**config.mk**
```make
export PLATFORM = sky130hd
export DESIGN_NAME = psram_burst_ctrl
export DESIGN_NICKNAME = d
export VERILOG_FILES = /design/src/rtl/psb_pkg.sv /design/src/rtl/psb_clk_phase.sv /design/src/rtl/psb_wait_timer.sv /design/src/rtl/psb_lane_gate.sv /design/src/rtl/psram_burst_ctrl.sv
export SDC_FILE = /design/constraint.sdc
export NUM_CORES = 1
export LEC_CHECK = 0
export BUFFER_PORTS_ARGS = -buffer_cell sky130_fd_sc_hd__buf_2
export CAP_MARGIN = 20
export CORE_MARGIN = 1
export CORE_UTILIZATION = 51
export CTS_BUF_LIST = sky130_fd_sc_hd__clkbuf_8
export DETAILED_ROUTE_END_ITERATION = 8
export GPL_TIMING_DRIVEN = 0
export MAX_ROUTING_LAYER = met4
export PLACE_DENSITY_LB_ADDON = 0.2
export SLEW_MARGIN = 20
export SYNTH_ARGS = -nofsm -noshare
export SYNTH_HDL_FRONTEND = slang
export SYNTH_SLANG_ARGS = --single-unit
```
**constraint.sdc**
```tcl
create_clock -name clk -period 2.5 [get_ports clk]
set_input_delay 0 -clock clk [delete_from_list [all_inputs] [get_ports clk]]
set_output_delay 0 -clock clk [all_outputs]
set_load 0.01 [all_outputs]
```
**src/rtl/psb_pkg.sv**
```systemverilog
package psb_pkg;
   typedef enum logic [1:0] {
      CMD_READ  = 2'd0,
      CMD_WRITE = 2'd1,
      CMD_CFG   = 2'd2
   } psb_cmd_e;

   typedef enum logic [3:0] {
      ST_IDLE,
      ST_SETUP,
      ST_ADDR,
      ST_LATN,
      ST_DATA,
      ST_DRAIN,
      ST_ALATCH,
      ST_AHOLD,
      ST_AWE,
      ST_AREL,
      ST_END1,
      ST_END2
   } psb_state_e;
endpackage

```
**src/rtl/psb_clk_phase.sv**
```systemverilog
module psb_clk_phase (
   input  logic clk,
   input  logic rst_n,
   input  logic run,
   output logic mclk,
   output logic rise,
   output logic fall
);
   logic phase_q;

   always_ff @(posedge clk or negedge rst_n) begin
      if (!rst_n)   phase_q <= 1'b0;
      else if (run) phase_q <= ~phase_q;
      else          phase_q <= 1'b0;
   end

   assign mclk = phase_q;
   assign rise = run & ~phase_q;
   assign fall = run & phase_q;

   // memory clock returns low once the clocked phase ends
   p_clk_parks_r3: assert property (@(posedge clk) disable iff (!rst_n)
      (!run) |=> !mclk);
endmodule

```
**src/rtl/psb_wait_timer.sv**
```systemverilog
module psb_wait_timer #(
   parameter int TIMEOUT = 64
) (
   input  logic clk,
   input  logic rst_n,
   input  logic clr,
   input  logic step,
   input  logic wait_i,
   output logic expired
);
   localparam int CW = $clog2(TIMEOUT + 1);

   if (TIMEOUT < 1) begin : g_bad_timeout
      $error("psb_wait_timer: TIMEOUT must be at least 1");
   end

   logic [CW-1:0] run_q;

   always_ff @(posedge clk or negedge rst_n) begin
      if (!rst_n)               run_q <= '0;
      else if (clr)             run_q <= '0;
      else if (step) begin
         if (!wait_i)           run_q <= '0;
         else if (run_q != CW'(TIMEOUT)) run_q <= run_q + CW'(1);
      end
   end

   assign expired = step & wait_i & (run_q == CW'(TIMEOUT));
endmodule

```
**src/rtl/psb_lane_gate.sv**
```systemverilog
module psb_lane_gate #(
   parameter int LANES = 2
) (
   input  logic             en,
   input  logic [LANES-1:0] mask,
   output logic [LANES-1:0] be_n
);
   for (genvar i = 0; i < LANES; i++) begin : g_lane
      assign be_n[i] = ~(en & mask[i]);
   end
endmodule

```
**src/rtl/psram_burst_ctrl.sv**
```systemverilog
module psram_burst_ctrl #(
   parameter int ADDR_W      = 23,
   parameter int DATA_W      = 16,
   parameter int MAX_BURST   = 16,
   parameter int LAT         = 3,
   parameter int TIMEOUT     = 64,
   parameter int ASYNC_CYC   = 2,
   parameter int CFG_SEL_BIT = 19,
   localparam int LANES      = DATA_W / 8,
   localparam int LEN_W      = $clog2(MAX_BURST + 1)
) (
   input  logic              clk,
   input  logic              rst_n,
   input  logic              req_valid,
   output logic              req_ready,
   input  logic [1:0]        req_cmd,
   input  logic [ADDR_W-1:0] req_addr,
   input  logic [LEN_W-1:0]  req_len,
   input  logic [LANES-1:0]  req_mask,
   input  logic [DATA_W-1:0] wr_data,
   output logic              wr_take,
   output logic              rd_valid,
   output logic [DATA_W-1:0] rd_data,
   output logic              xfer_err,
   output logic              mem_clk,
   output logic              mem_ce_n,
   output logic              mem_le_n,
   output logic              mem_we_n,
   output logic              mem_cre,
   output logic [LANES-1:0]  mem_be_n,
   output logic [ADDR_W-1:0] mem_addr,
   output logic [DATA_W-1:0] mem_dq_out,
   output logic              mem_dq_oe,
   input  logic [DATA_W-1:0] mem_dq_in,
   input  logic              mem_wait
);
   import psb_pkg::*;

   localparam int LCW = $clog2(LAT + 1);
   localparam int ACW = $clog2(ASYNC_CYC + 1);

   if (DATA_W % 8 != 0) begin : g_bad_width
      $error("psram_burst_ctrl: DATA_W must be a whole number of bytes");
   end
   if (LAT < 1) begin : g_bad_lat
      $error("psram_burst_ctrl: LAT must be at least 1");
   end
   if (ASYNC_CYC < 1) begin : g_bad_async
      $error("psram_burst_ctrl: ASYNC_CYC must be at least 1");
   end
   if (CFG_SEL_BIT >= ADDR_W) begin : g_bad_sel
      $error("psram_burst_ctrl: CFG_SEL_BIT outside address");
   end

   psb_state_e        st_q;
   psb_cmd_e          cmd_q;
   logic [ADDR_W-1:0] addr_q;
   logic [LEN_W-1:0]  left_q;
   logic [LANES-1:0]  mask_q;
   logic [LCW-1:0]    lat_q;
   logic [ACW-1:0]    ac_q;
   logic              oe_q, done_q, abort_q, ok_q;
   logic              rd_valid_q, wr_take_q, err_q;
   logic [DATA_W-1:0] rd_data_q;

   logic sync_st, async_st, run, clk_rise, clk_fall, expired, lane_en;
   logic ac_last;

   assign sync_st  = (st_q == ST_ADDR) || (st_q == ST_LATN) ||
                     (st_q == ST_DATA) || (st_q == ST_DRAIN);
   assign async_st = (st_q == ST_ALATCH) || (st_q == ST_AHOLD) ||
                     (st_q == ST_AWE) || (st_q == ST_AREL);
   assign run      = sync_st;
   assign ac_last  = (ac_q == ACW'(ASYNC_CYC - 1));

   psb_clk_phase i_phase (
      .clk  (clk),
      .rst_n(rst_n),
      .run  (run),
      .mclk (mem_clk),
      .rise (clk_rise),
      .fall (clk_fall)
   );

   psb_wait_timer #(.TIMEOUT(TIMEOUT)) i_timer (
      .clk    (clk),
      .rst_n  (rst_n),
      .clr    (st_q == ST_ADDR),
      .step   (clk_rise && (st_q == ST_DATA) && !abort_q),
      .wait_i (mem_wait),
      .expired(expired)
   );

   assign lane_en = (sync_st && (st_q != ST_DRAIN)) || async_st;

   psb_lane_gate #(.LANES(LANES)) i_lanes (
      .en  (lane_en),
      .mask(async_st ? {LANES{1'b1}} : mask_q),
      .be_n(mem_be_n)
   );

   always_ff @(posedge clk or negedge rst_n) begin
      if (!rst_n) begin
         st_q       <= ST_IDLE;
         cmd_q      <= CMD_READ;
         addr_q     <= '0;
         left_q     <= '0;
         mask_q     <= '0;
         lat_q      <= '0;
         ac_q       <= '0;
         oe_q       <= 1'b0;
         done_q     <= 1'b0;
         abort_q    <= 1'b0;
         ok_q       <= 1'b0;
         rd_valid_q <= 1'b0;
         wr_take_q  <= 1'b0;
         err_q      <= 1'b0;
         rd_data_q  <= '0;
      end else begin
         rd_valid_q <= 1'b0;
         wr_take_q  <= 1'b0;
         err_q      <= 1'b0;
         case (st_q)
            ST_IDLE: begin
               if (req_valid) begin
                  cmd_q  <= psb_cmd_e'(req_cmd);
                  addr_q <= req_addr;
                  left_q <= req_len;
                  mask_q <= req_mask;
                  oe_q   <= (req_cmd == CMD_WRITE);
                  st_q   <= ST_SETUP;
               end
            end
            ST_SETUP: begin
               lat_q   <= '0;
               ac_q    <= '0;
               done_q  <= 1'b0;
               abort_q <= 1'b0;
               ok_q    <= 1'b0;
               if (left_q == '0) left_q <= LEN_W'(1);
               st_q <= (cmd_q == CMD_CFG) ? ST_ALATCH : ST_ADDR;
            end
            ST_ADDR: begin
               if (clk_fall) st_q <= (LAT == 1) ? ST_DATA : ST_LATN;
            end
            ST_LATN: begin
               if (clk_rise) lat_q <= lat_q + LCW'(1);
               if (clk_fall && lat_q == LCW'(LAT - 1)) st_q <= ST_DATA;
            end
            ST_DATA: begin
               if (clk_rise) begin
                  if (!mem_wait) begin
                     if (cmd_q == CMD_WRITE) wr_take_q <= 1'b1;
                     else begin
                        rd_valid_q <= 1'b1;
                        rd_data_q  <= mem_dq_in;
                     end
                     left_q <= left_q - LEN_W'(1);
                     if (left_q == LEN_W'(1)) done_q <= 1'b1;
                  end else if (expired) begin
                     err_q   <= 1'b1;
                     abort_q <= 1'b1;
                  end
               end
               if (clk_fall) begin
                  if (done_q)       st_q <= ST_END1;
                  else if (abort_q) st_q <= ST_DRAIN;
               end
            end
            ST_DRAIN: begin
               if (clk_rise && !mem_wait) ok_q <= 1'b1;
               if (clk_fall && ok_q)      st_q <= ST_END1;
            end
            ST_ALATCH, ST_AHOLD, ST_AWE: begin
               if (ac_last) begin
                  ac_q <= '0;
                  st_q <= (st_q == ST_ALATCH) ? ST_AHOLD :
                          (st_q == ST_AHOLD)  ? ST_AWE : ST_AREL;
               end else begin
                  ac_q <= ac_q + ACW'(1);
               end
            end
            ST_AREL: st_q <= ST_END1;
            ST_END1: st_q <= ST_END2;
            ST_END2: begin
               oe_q <= 1'b0;
               st_q <= ST_IDLE;
            end
            default: st_q <= ST_IDLE;
         endcase
      end
   end

   assign req_ready  = (st_q == ST_IDLE);
   assign mem_ce_n   = ~(sync_st | async_st);
   assign mem_le_n   = ~((st_q == ST_ADDR) | (st_q == ST_ALATCH));
   assign mem_we_n   = ~((sync_st & (cmd_q == CMD_WRITE)) | (st_q == ST_AWE));
   assign mem_cre    = async_st;
   assign mem_addr   = addr_q;
   assign mem_dq_out = wr_data;
   assign mem_dq_oe  = oe_q;
   assign wr_take    = wr_take_q;
   assign rd_valid   = rd_valid_q;
   assign rd_data    = rd_data_q;
   assign xfer_err   = err_q;

   // one request at a time
   p_busy_after_take_r1: assert property (@(posedge clk) disable iff (!rst_n)
      (req_valid && req_ready) |=> !req_ready);

   // address strobe spans exactly one memory clock rise
   p_le_one_edge_r2: assert property (@(posedge clk) disable iff (!rst_n)
      (clk_rise && !mem_le_n) |=> ##1 mem_le_n);

   // memory clock quiet outside clocked accesses
   p_clk_quiet_r3: assert property (@(posedge clk) disable iff (!rst_n)
      (mem_ce_n || mem_cre) |-> !mem_clk);

   // chip select held while the memory reports not ready
   p_ce_hold_wait_r6: assert property (@(posedge clk) disable iff (!rst_n)
      (!mem_ce_n && !mem_cre && mem_wait) |=> !mem_ce_n);

   // an abandon is flagged while the access is still open
   p_err_open_r7: assert property (@(posedge clk) disable iff (!rst_n)
      xfer_err |-> !mem_ce_n);

   // bus direction switches only with the memory deselected
   p_oe_switch_r10: assert property (@(posedge clk) disable iff (!rst_n)
      (mem_dq_oe != $past(mem_dq_oe)) |-> (mem_ce_n && $past(mem_ce_n)));

   // at most one word moves per memory clock rise
   p_one_word_r5: assert property (@(posedge clk) disable iff (!rst_n)
      !(rd_valid && wr_take));
endmodule

```
Word level (Yosys, flattened, before mapping):

Cells that the tools add are included.

* add/sub/neg operators: 4
* equal/unequal tests: 36
* multiplexer cells: 51
* bitwise logic cells: 18
* reduce and logical (&&, ||, !) cells: 35

Operator list (number)
* 4-bit 2-to-1 mux: 9
* 4-bit one-hot mux with 9 select lines: 1
* 7-bit 2-to-1 mux: 4
* 1-bit 2-to-1 mux: 22
* 5-bit 2-to-1 mux: 4
* 2-bit != test (second input constant): 10
* 4-bit by 3-bit equality test with 1-bit output (second input constant): 4
* 4-bit equality test (second input constant): 4
* 5-bit one-hot mux with 3 select lines: 1
* 4-bit AND reduction: 3
* 2-bit nonzero test: 6
* 2-bit AND reduction: 5
* 4-bit by 2-bit equality test with 1-bit output (second input constant): 2
* 2-bit by 1-bit != test with 1-bit output (second input constant): 4
* 1-bit NOT: 8
* 1-bit one-hot mux with 2 select lines: 4
* 2-bit one-hot mux with 2 select lines: 2
* 7-bit by 1-bit adder with 7-bit output (second input constant): 1
* 1-bit AND: 7
* 7-bit equality test (second input constant): 1
* 1-bit logical OR: 7
* 7-bit != test (second input constant): 1
* 7-bit AND reduction: 1
* 2-bit by 1-bit equality test with 1-bit output (second input constant): 3
* other kinds (18): 30

* flip-flop bits (word level): 71
* input bits: 68
* output and inout port bits: 67
* word-level logic and storage cells: 161

Depth between registers and ports, before layout:

Gate-level depths: netlist of run 1.

* depth after elaboration: 13
* depth in mapped cells: 7
* depth with buffers taken out: 6

Modules after synthesis:

A second synthesis of run 1 with hierarchy kept.

* cell total of the unflattened synthesis: 328
* area total of the unflattened synthesis: 3636.0 um^2

By module, submodules not included
* psram_burst_ctrl: instances 1, cells each 272, area each 3123.0 um^2, seq. area each 1576.5 um^2
* psb_wait_timer: instances 1, cells each 51, area each 464.2 um^2, seq. area each 175.2 um^2
* psb_clk_phase: instances 1, cells each 3, area each 41.3 um^2, seq. area each 25.0 um^2
* psb_lane_gate: instances 1, cells each 2, area each 7.5 um^2, seq. area each 0.0 um^2

Worst setup path before layout of run 1:

No wires, ideal clock.

* path kind: register to register
* from: register st_q[1]
* to: register rd_data_q[10] (netlist: rd_data[10])
* setup time: 0.125 ns
* data arrival time: 1.877 ns
* required time: 2.375 ns
* path slack: 0.498 ns
* cell stages (with the launch flop): 8
* buffers on the path: 3
* period minus slack after synthesis: 2.002 ns
* path through: dfrtp_1 -> buf_6 -> or4b_4 -> buf_6 -> nor3_4 -> nand2_4 -> buf_6 -> mux2_4

* longest elaborated chain between the ends: 6
* elaborated cells between the ends (all ways): 9
* those cells by class: 4 x eq/ne; 1 x bitwise; 4 x reduce/logical

Ends and longest elaborated chain
* start, declared: line psram_burst_ctrl.sv:55 `psb_state_e st_q;`
* start signal, assigned: line psram_burst_ctrl.sv:141 `st_q <= (cmd_q == CMD_CFG) ? ST_ALATCH : ST_ADDR;`
* start signal, assigned: line psram_burst_ctrl.sv:144 `if (clk_fall) st_q <= (LAT == 1) ? ST_DATA : ST_LATN;`
* start signal, assigned: line psram_burst_ctrl.sv:177 `st_q <= (st_q == ST_ALATCH) ? ST_AHOLD :`
* 4-bit by 2-bit equality test with 1-bit output: line psram_burst_ctrl.sv:69 `assign sync_st = (st_q == ST_ADDR) || (st_q == ST_LATN) ||`
* 1-bit logical OR (2 in series): line psram_burst_ctrl.sv:69
* 1-bit logical OR: line psram_burst_ctrl.sv:70 `(st_q == ST_DATA) || (st_q == ST_DRAIN);`
* 1-bit AND: line psb_clk_phase.sv:18 `assign rise = run & ~phase_q;`
* 4-bit AND reduction (no line) *
* end signal, assigned: line psram_burst_ctrl.sv:156 `rd_data_q <= mem_dq_in;`
* end, declared: line psram_burst_ctrl.sv:64 `logic [DATA_W-1:0] rd_data_q;`

Mark *: on every way between the ends. The rest lies on a longest branch, timed or not.
A chain may end at the register's enable or synchronous reset.

Final worst setup path of run 1:

* from: register st_q[2]
* to: register left_q[4]

* longest elaborated chain between the ends: 7
* elaborated cells between the ends (all ways): 17
* those cells by class: 9 x eq/ne; 1 x mux; 1 x bitwise; 6 x reduce/logical

Ends and longest elaborated chain
* 4-bit by 2-bit equality test with 1-bit output: line psram_burst_ctrl.sv:69
* 1-bit logical OR (2 in series): line psram_burst_ctrl.sv:69
* 1-bit logical OR: line psram_burst_ctrl.sv:70
* 1-bit AND: line psb_clk_phase.sv:18
* 2-bit != test (no line)
* 5-bit AND reduction (no line)
* end signal, assigned: line psram_burst_ctrl.sv:128 `left_q <= req_len;`
* end signal, assigned: line psram_burst_ctrl.sv:158 `left_q <= left_q - LEN_W'(1);`
* end, declared: line psram_burst_ctrl.sv:58 `logic [LEN_W-1:0] left_q;`

Parallel ways exist; a longest one is shown, timed or not.

==> run_results.csv, run 1 <==
group,metric,value,unit
floorplan,start_util,54.1,%
detailed_routing,num_vias,3059,
cts,cts_buffers,9,
cts,cts_htree_levels,3,
critical_path,worstPathRequired,2.73,ns
floorplan,io_pins,135,
layout,fin_area,4880,sq um
power,p_comb_share,47.8,%
detailed_routing,drtPass1Iterations,7,
layout,antenna_cells,0,
critical_path,critPathCaptureType,"flip-flop",
worst_hold_path,hold_class,"in -> reg",
power,design_power_total,0.00516,W
sta,hold_viol_final,0,
detailed_routing,wl_per_cell,15.2,um
cts,post_cts_resized,0,
cts,cts_root_buf,"clkbuf_8",
cts,ctsHoldBuffers,49,
grt,antenna_found_initial,0,
floorplan,fp.coreArea,6490,sq um
floorplan,die_area,7220,sq um
sta,setup_tns,0,ns
sta,slew_headroom,40.3,%
logic_synthesis,synth_compound_area_share,11.5,%
critical_path,criticalPathCategory,"reg -> reg",
logic_synthesis,synth_edf_count,0,
power,powerDensity,1060,nW/um^2
logic_synthesis,yosysUniqueCellTypes,49,
detailed_routing,wirelength,8.70,mm
detailed_routing,antenna_left,0,
sta,grt_setup_unrepaired,"no",
layout,num-nets-final,566,
power,leakagePower,2.42,nW
critical_path,arrival,2.52,ns
logic_synthesis,synth_fp_nets,387,
layout,syn_to_final_growth,39.1,%
sta,max_freq,437,MHz
critical_path,setup.worst_path.start_class,"flip-flop",
floorplan,fp.dieH,85.0,um
grt,track_usage,26.5,%
layout,drive_above_1_share,41.3,%
floorplan,placementRows,29,
floorplan,chipWidth,85.0,um
sta,finClkSkew,0.00786,ns
grt,grt_pass1_vias,3105,
logic_synthesis,syn_inst,313,
power,p_int,0.00314,W
logic_synthesis,yosysSeqAreaShare,50.6,%
cts,cts.clk_slew.worst_paths,0.08,ns
logic_synthesis,yosys.area_share.simple,13.1,%
cts,clock_path_buffers,2,
power,power_frac_seq,37.2,%
logic_synthesis,synth_flop_cell,"dfrtp_1",
cts,insertion_delay,0.34,ns
power,switching_share,39.1,%
layout,nFillCells,449,
placement,portBuffers,118,
logic_synthesis,synthMuxAreaShare,15.0,%
power,switchingPower,0.00202,W
run_status,status,"finished, violations left",
cts,post-cts-setup-buffers,0,
logic_synthesis,async_flop_share,100,%
power,irDropWorstVdd,0.000747,V
grt,grt_start_max_net_pins,54,
detailed_routing,vias_per_cell,5.34,
placement,place_area,4230,sq um
power,clkPwrFrac,15.0,%
critical_path,reg2reg_slack,0.21,ns
sta,slew_viol_final,0,
logic_synthesis,synth_top_family_by_area,"multiplexers",
sta,fin_crit,2.29,ns
job,drv_cap,0,
detailed_routing,drt_iter0_drc,208,
logic_synthesis,synth_fa_ha_area_share,2.14,%
grt,grt.overflow.total,0,
logic_synthesis,syn_area,3510,sq um
placement,dpl_worst_slack,0.227,ns
sta,setup_ws,0.211,ns
run_status,violations,"design-rule violations",
placement,dp_hpwl,5.47,mm
detailed_routing,post-route-drc-count,4,
grt,grt_pass1_wl,14.4,mm
logic_synthesis,synth.avg_cell_area,11.2,sq um
logic_synthesis,ys_warn_count,0,
logic_synthesis,synth_xor_area_share,0.499,%
sta,post-route-period-util,91.6,%
sta,tightest_slew,0.888,ns
placement,gp_congestion,0.858,
critical_path,cp_max_fo,10,
logic_synthesis,synth_seq_cells,71,
cts,cts_tree,"done",
sta,setup_viol,0,
cts,clock_sinks,71,
## cells by family after synthesis
logic type | Yosys count
multiplexers | 44
AND/OR/NAND/NOR | 83
flip-flops | 71
AO/OA/AOI/OAI | 64
buffers and inverters | 43
XOR/XNOR | 2
adder cells (fa/ha/maj) | 6
## power groups by stage
| stage | sequential, W | combinational [W] | clock (W) |
|---|---|---|---|
| 6_report | 0.00192 | 0.00246 | 0.000776 |
| 5_1_grt | 0.00198 | 0.00270 | 0.000849 |
| 4_1_cts | 0.00190 | 0.00244 | 0.000799 |
| 3_5_place_dp | 0.00192 | 0.00238 | 0 |
| 3_3_place_gp | 0.00189 | 0.00232 | 0 |
| 2_1_floorplan | 0.00204 | 0.00145 | 0 |
## layout by cell type, fill, tap and decap left out, types with 3 or more instances in the layout
master,netlist,layout
nor2b_1,4,4
a21oi_1,20,20
ha_1,6,6
nand2_1,16,16
dlygate4sd3_1,0,49
buf_6,3,3
o31ai_1,4,4
clkinvlp_4,0,3
buf_4,17,18
nor2_1,22,22
clkbuf_8,0,9
buf_2,3,120
inv_1,12,13
clkbuf_1,8,8
nor3_1,6,6
a22o_1,3,3
mux2_2,34,34
dfrtp_1,71,71
mux2_4,9,9
a31oi_1,4,4
o21ai_0,16,16
nand3_1,6,6
o22a_1,3,3
nand2b_1,5,5
a211oi_1,3,3
and3_1,3,3
## final timing paths
check	start	to	cells past startpoint
hold reg to reg	lat_q[0]$_DFFE_PN0P_	lat_q[0]$_DFFE_PN0P_	1
setup reg to reg	st_q[2]$_DFFE_PN0P_	left_q[4]$_DFFE_PN0P_	6
hold / removal	req_len[0]	left_q[0]$_DFFE_PN0P_	4
setup / recovery	st_q[2]$_DFFE_PN0P_	left_q[4]$_DFFE_PN0P_	6
max in group asynchronous	rst_n	i_timer.run_q[3]$_DFFE_PN0P_	3
min in group asynchronous	rst_n	i_phase.mclk$_DFF_PN0_	2
## critical path: stages (launching register included)
cell	delay, ns
dfrtp_1	0.42
buf_2	0.20
a211oi_1	0.24
o31ai_1	0.12
nor3_1	0.70
o21ai_0	0.21
a22o_1	0.27
## per-stage QoR
stage | hold WS, ns | utilization (%) | cells
3_3_place_gp | 0.184 | 64.6 | 508
4_1_cts | 0.0570 | 75.2 | 573
2_1_floorplan | -0.296 | - | 313
5_1_grt | 0.0810 | 75.2 | 573
3_5_place_dp | -0.0962 | 65.1 | 509
6_report | 0.0623 | 75.2 | 573
## registers in the layout (all words and copies together) (netlist names)
register and flops:
wr_take 1, ok_q 1, done_q 1, left_q 5
xfer_err 1, mask_q 2, i_timer.run_q 7, abort_q 1
rd_valid 1, mem_addr 23, rd_data 16, cmd_q 2
i_phase.mclk 1, ac_q 2, mem_dq_oe 1, st_q 4
lat_q 2
## cells in the mapped netlist (2+ instances only)
library cell | count | area share, %
dfrtp_1 | 71 | 51
mux2_2 | 34 | 11
nor2_1 | 22 | 2.4
a21oi_1 | 20 | 2.9
buf_4 | 17 | 3.6
nand2_1 | 16 | 1.7
o21ai_0 | 16 | 2.3
inv_1 | 12 | 1.3
mux2_4 | 9 | 3.8
clkbuf_1 | 8 | 0.86
ha_1 | 6 | 2.1
nand3_1 | 6 | 0.86
nor3_1 | 6 | 0.86
nand2b_1 | 5 | 0.89
a31oi_1 | 4 | 0.71
nor2b_1 | 4 | 0.71
o31ai_1 | 4 | 0.86
a211oi_1 | 3 | 0.64
a22o_1 | 3 | 0.75
and3_1 | 3 | 0.53
buf_2 | 3 | 0.43
buf_6 | 3 | 0.96
o22a_1 | 3 | 0.75
a21o_1 | 2 | 0.43
a32o_1 | 2 | 0.57
and2_1 | 2 | 0.36
nand3b_1 | 2 | 0.43
nor3_4 | 2 | 0.93
nor3b_1 | 2 | 0.43
nor4_1 | 2 | 0.36
nor4b_1 | 2 | 0.50
or3_1 | 2 | 0.36
## cell type report
class                      instances  area, sq um  area share [%]
buffer                            31          206            4.23
clock buffer                       9          124            2.54
clock inverter                     6         40.0           0.820
inverter                          12         45.0           0.923
multi-input combinational        199         1480            30.4
sequential                        71         1780            36.4
tap                               77         96.3            1.97
timing repair buffer             168         1110            22.8
## metal layers
metal,GRT usage (%),share of wire [%]
met1,30.6,41
met3,7.68,6.0
met5,-,0
met4,9.40,2.7
met2,44.2,50
Note: power is estimated with default switching activity, not from simulation.
==> run 2: changes to the inputs <==
- PLACE_DENSITY: default -> 0.81
- PLACE_DENSITY_LB_ADDON: 0.2 -> default
- clock period: 2.5 -> 2.6 ns (I/O delays scaled with it)
==> run_results.csv, run 2 (synthesis results as in run 1) <==
group,metric,value,unit
run_status,status,"finished, violations left",
run_status,violations,"design-rule violations",
sta,slew_viol_final,0,
critical_path,r2r_cells,6,
layout,num-nets-final,566,
cts,post_cts_resized,0,
placement,gp_congestion,0.941,
sta,grt_setup_unrepaired,"no",
worst_hold_path,hp-start,"req_len[0]",
layout,drive_above_1_share,41.6,%
sta,finClkSkew,0.0164,ns
grt,track_usage,28.3,%
power,design_power_total,0.00511,W
critical_path,criticalPathCategory,"reg -> reg",
cts,cts_tree,"done",
critical_path,critPathCaptureType,"flip-flop",
detailed_routing,num_vias,3105,
critical_path,cpPeakStageDelay,0.74,ns
critical_path,r2r_start,"st_q[0]$_DFFE_PN0P_",
cts,post-cts-setup-buffers,0,
layout,syn_to_final_growth,39.7,%
power,irDropWorstVdd,0.000719,V
critical_path,crit_buf_inv,1,
floorplan,placementRows,29,
floorplan,fp.dieH,85.0,um
floorplan,chipWidth,85.0,um
detailed_routing,wirelength,9.34,mm
cts,cts.clk_slew.worst_paths,0.07,ns
grt,grt.overflow.total,0,
worst_hold_path,holdPathStages,4,
floorplan,fp.coreArea,6490,sq um
detailed_routing,drt_iter0_drc,199,
sta,slew_headroom,37.5,%
sta,tightest_slew,0.931,ns
cts,clock_sinks,71,
layout,final_cell_mix,"buf_2, dfrtp_1, dlygate4sd3_1",
floorplan,start_util,54.1,%
layout,antenna_cells,0,
critical_path,reg2reg_slack,0.22,ns
critical_path,setup.worst_path.start_class,"flip-flop",
grt,grt_pass1_vias,3257,
sta,setup_tns,0,ns
sta,max_freq,420,MHz
sta,setup_viol,0,
detailed_routing,drtPass1Iterations,8,
power,leakagePower,2.44,nW
layout,layout_commonest_cell,"buf_2",
detailed_routing,antenna_left,0,
floorplan,io_pins,135,
cts,cts_root_buf,"clkbuf_8",
cts,cts_htree_levels,3,
critical_path,arrival,2.61,ns
cts,insertion_delay,0.36,ns
worst_hold_path,hold_class,"in -> reg",
critical_path,worstPathRequired,2.84,ns
critical_path,crit_chain,"clkbuf_1, a211oi_1, o31ai_1, nor3_1, o21ai_0, a22o_1",
sta,hold_viol_final,0,
floorplan,die_area,7220,sq um
sta,fin_crit,2.38,ns
detailed_routing,post-route-drc-count,4,
grt,grt_start_max_net_pins,56,
cts,ctsHoldBuffers,49,
job,drv_cap,0,
grt,antenna_found_initial,0,
critical_path,r2r-end,"left_q[4]$_DFFE_PN0P_",
sta,post-route-period-util,91.5,%
grt,grt_pass1_wl,15.4,mm
placement,portBuffers,118,
layout,largest_reg_flops,23,
critical_path,path_delay_family,"compound AO/OA/AOI/OAI gates",
detailed_routing,wl_per_cell,16.3,um
critical_path,cp_max_fo,10,
power,powerDensity,1040,nW/um^2
worst_hold_path,min_to,"left_q[0]$_DFFE_PN0P_",
cts,clock_path_buffers,2,
layout,nFillCells,429,
detailed_routing,vias_per_cell,5.41,
critical_path,slowest_stage,"nor3_1",
cts,cts_buffers,9,
placement,dp_hpwl,5.89,mm
run 2: cell count changes in the layout (fill, tap and decap cells not counted), sizes merged:
cell      before  now
clkinvlp       3    1
inv           13   16
run 2: layout make-up:
| type | instances | area (sq um) | share of cell area [%] |
|---|---|---|---|
| Buffer | 31 | 206 | 4.21 |
| Clock buffer | 9 | 124 | 2.53 |
| Clock inverter | 7 | 62.6 | 1.28 |
| Inverter | 12 | 45.0 | 0.918 |
| Multi-Input combinational cell | 199 | 1480 | 30.2 |
| Sequential cell | 71 | 1780 | 36.2 |
| Tap cell | 77 | 96.3 | 1.96 |
| Timing Repair Buffer | 168 | 1110 | 22.7 |
run 2: report_power, final:
part           switching, W  internal [W]  total (W)
Sequential         0.000306       0.00156    0.00187
Combinational       0.00128       0.00112    0.00240
Clock              0.000469      0.000366   0.000835
run 2: per-layer routing:
| metal | global-route usage [%] | part of all wire [%] | vias up |
|---|---|---|---|
| met2 | 48.4 | 53 | 129 |
| met3 | 8.07 | 5.6 | 30 |
| li1 | - | - | 1456 |
| met1 | 31.7 | 39 | 1490 |
| met4 | 10.0 | 3.1 | 0 |
| met5 | - | 0 | - |
run 2: through the flow:
| stage | area (sq um) | utilization, % | instances | hold WS (ns) | setup slack, ns |
|---|---|---|---|---|---|
| 6_report | 4900 | 75.5 | 574 | 0.0438 | 0.221 |
| 5_1_grt | 4900 | 75.5 | 574 | 0.0454 | 0.0254 |
| 4_1_cts | 4900 | 75.5 | 574 | 0.0350 | 0.291 |
| 3_5_place_dp | 4230 | 65.1 | 509 | -0.111 | 0.320 |
| 3_3_place_gp | 4200 | 64.6 | 508 | 0.184 | 0.437 |
| 2_1_floorplan | 3510 | - | 313 | -0.296 | 0.598 |
run 2: worst max path at each step:
| stage | startpoint | cells past startpoint | slack (ns) | endpoint |
|---|---|---|---|---|
| 6_report | st_q[0]$_DFFE_PN0P_ | 6 | 0.22 | left_q[4]$_DFFE_PN0P_ |
| 5_1_grt | st_q[0]$_DFFE_PN0P_ | 6 | 0.03 | left_q[4]$_DFFE_PN0P_ |
| 4_1_cts | st_q[2]$_DFFE_PN0P_ | 6 | 0.29 | left_q[4]$_DFFE_PN0P_ |
| 3_3_place_gp | st_q[2]$_DFFE_PN0P_ | 6 | 0.44 | left_q[2]$_DFFE_PN0P_ |
| 3_5_place_dp | st_q[0]$_DFFE_PN0P_ | 6 | 0.32 | left_q[4]$_DFFE_PN0P_ |
| 2_1_floorplan | st_q[1]$_DFFE_PN0P_ | 7 | 0.60 | rd_data[10]$_DFFE_PN0P_ |
run 2: tightest hold or removal path, cell delays in order:
cell,delay (ns)
buf_2,0.08
a211oi_1,0.04
a21oi_1,0.11
o22a_1,0.13
==> run 3: changes to the inputs <==
- CAP_MARGIN: 20 -> 5
- PLACE_DENSITY: 0.81 -> 0.8
- SYNTH_HIERARCHICAL: default -> 1
- clock period: 2.6 -> 2.3 ns (I/O delays scaled with it)
==> run_results.csv, run 3 <==
group,metric,value,unit
sta,finClkSkew,0.00876,ns
worst_hold_path,hold_class,"in -> reg",
logic_synthesis,syn_area,3640,sq um
layout,largest_reg_flops,23,
critical_path,criticalPathCategory,"reg -> reg",
logic_synthesis,yosysSeqAreaShare,48.9,%
cts,insertion_delay,0.36,ns
critical_path,worstPathRequired,2.59,ns
sta,max_freq,445,MHz
layout,final_cell_mix,"buf_2, dfrtp_1, dlygate4sd3_1",
critical_path,arrival,2.54,ns
floorplan,placementRows,30,
power,p_int,0.00371,W
critical_path,cp_max_fo,17,
power,design_power_total,0.00616,W
detailed_routing,wirelength,10.5,mm
cts,cts_buffers,9,
power,powerDensity,1180,nW/um^2
power,leakagePower,2.63,nW
logic_synthesis,yosys.area.top_type,"dfrtp_1",
logic_synthesis,synth_seq_cells,71,
cts,clock_sinks,71,
cts,cts_tree,"done",
floorplan,chipWidth,86.4,um
grt,grt.overflow.total,0,
logic_synthesis,synth_fp_nets,402,
placement,placedCellCount,543,
logic_synthesis,synth.avg_cell_area,11.1,sq um
detailed_routing,antenna_left,0,
floorplan,start_util,53.2,%
logic_synthesis,synth_edf_count,0,
layout,syn_to_final_growth,43.3,%
sta,holdWs,0.0599,ns
sta,slew_headroom,60.7,%
cts,cts.clk_slew.worst_paths,0.08,ns
power,switchingPower,0.00245,W
detailed_routing,wl_per_cell,17.0,um
layout,layout_commonest_cell,"buf_2",
run_status,status,"finished, final reports clean",
grt,grt_pass1_wl,16.3,mm
grt,antenna_found_initial,0,
power,p_comb_share,49.7,%
grt,grt_start_max_net_pins,46,
sta,setup_tns,0,ns
logic_synthesis,ys_warn_count,6,
cts,cts_root_buf,"clkbuf_8",
floorplan,io_pins,135,
sta,setup_viol,0,
detailed_routing,post-route-drc-count,0,
sta,post-route-period-util,97.7,%
logic_synthesis,synthTopCellsByCount,"dfrtp_1, mux2_2, nand2_1",
placement,gp_congestion,0.857,
floorplan,fp.dieH,86.4,um
sta,tightest_slew,0.590,ns
cts,cts_htree_levels,3,
grt,grt_pass1_vias,3399,
floorplan,die_area,7470,sq um
layout,fin_util,76.2,%
cts,clock_path_buffers,2,
critical_path,critPathCaptureType,"flip-flop",
logic_synthesis,async_flop_share,100,%
sta,slew_viol_final,0,
logic_synthesis,syn_inst,328,
logic_synthesis,yosysUniqueCellTypes,62,
logic_synthesis,netlist_top_cells_area,"dfrtp_1, mux2_2, buf_4, mux2_4, nand2_1",
detailed_routing,num_vias,3324,
placement,portBuffers,118,
logic_synthesis,synth_flop_cell,"dfrtp_1",
grt,track_usage,30.2,%
sta,fin_crit,2.25,ns
critical_path,setup.worst_path.start_class,"flip-flop",
power,power_frac_seq,33.6,%
floorplan,fp.coreArea,6830,sq um
sta,hold_viol_final,0,
logic_synthesis,yosysMostFrequentCell,"dfrtp_1",
job,drv_cap,0,
detailed_routing,drtPass1Iterations,5,
placement,dp_hpwl,6.18,mm
layout,stdcell_count,619,
layout,antenna_cells,0,
power,irDropWorstVdd,0.000711,V
power,clkPwrFrac,16.6,%
layout,num-nets-final,592,
logic_synthesis,yosys.area.top_type_share,48.9,%
power,switching_share,39.8,%
detailed_routing,drt_iter0_drc,222,
detailed_routing,vias_per_cell,5.37,
layout,drive_above_1_share,45.9,%
-- run 3: cell types whose count changed after synthesis, sizes merged, moves of 4 or more --
cell   before  now
a21oi      20   11
a31oi       4   10
buf        23   27
nand2      17   25
-- run 3: path summary, 6_finish.rpt --
kind | from | to | slack [ns] | cells after the start
max | st_q[2]$_DFFE_PN0P_ | i_timer/run_q[6]$_DFFE_PN0P_ | 0.05 | 10
max reg2reg | st_q[2]$_DFFE_PN0P_ | i_timer/run_q[6]$_DFFE_PN0P_ | 0.05 | 10
min reg2reg | mem_addr[12]$_DFFE_PN0P_ | mem_addr[12]$_DFFE_PN0P_ | 0.49 | 1
min in group asynchronous | rst_n | i_timer/run_q[3]$_DFFE_PN0P_ | 0.10 | 2
min | req_len[4] | left_q[4]$_DFFE_PN0P_ | 0.06 | 4
max in group asynchronous | rst_n | mem_addr[3]$_DFFE_PN0P_ | 1.64 | 3
-- run 3: through the flow --
step                      setup slack (ns)  area [sq um]
after floorplan                     0.0217          3650
after global placement              -0.340          4360
after detailed placement            -0.388          4390
after CTS                           0.0606          5140
after global routing               -0.0696          5210
final                               0.0523          5210
-- run 3: timing repair --
action	in CTS	in global routing
gates resized for setup	10	9
pin swaps	3	5
hold buffers	48	0
setup endpoints to repair	29	15
endpoints found under the hold margin	119	0
setup buffers	6	8
-- run 3: kinds of logic after synthesis --
kind of cell | Yosys count | share of synthesized area (%)
compound gates | 63 | 11.4
xor+xnor | 2 | 0.482
fa+ha+maj | 6 | 2.06
buf+inv | 46 | 7.09
flops | 71 | 48.9
mux | 47 | 15.2
simple gates | 93 | 14.9
-- run 3: power by group through the flow --
stage	Sequential (W)	Clock [W]	Combinational (W)
2_1_floorplan	0.00216	0	0.00172
3_3_place_gp	0.00204	0	0.00258
3_5_place_dp	0.00206	0	0.00268
4_1_cts	0.00204	0.00102	0.00288
5_1_grt	0.00212	0.00109	0.00332
6_report	0.00207	0.00103	0.00307
-- run 3: per-layer routing --
| layer | part of all wire, % | track usage [%] |
|---|---|---|
| met1 | 38 | 31.1 |
| met2 | 53 | 52.4 |
| met3 | 5.1 | 8.29 |
| met4 | 3.9 | 16.2 |
| met5 | 0 | - |
-- run 3: layout make-up --
type / instances / area [sq um]
inverters: 14 / 52.6
plain buffers: 30 / 221
flip-flops and latches: 71 / 1780
fillers: 454 / 1620
repair buffers: 181 / 1200
well taps: 96 / 120
clock inverters: 7 / 73.8
multi-input cells: 211 / 1640
clock buffers: 9 / 124
-- run 3: critical path, stage by stage, from the launching register on --
cell	delay, ns
dfrtp_1	0.36
buf_6	0.17
buf_4	0.14
nand2b_4	0.07
nor3_4	0.31
nand2_2	0.11
nor2_1	0.13
buf_4	0.15
nand2_2	0.07
or4_4	0.51
a31oi_1	0.14
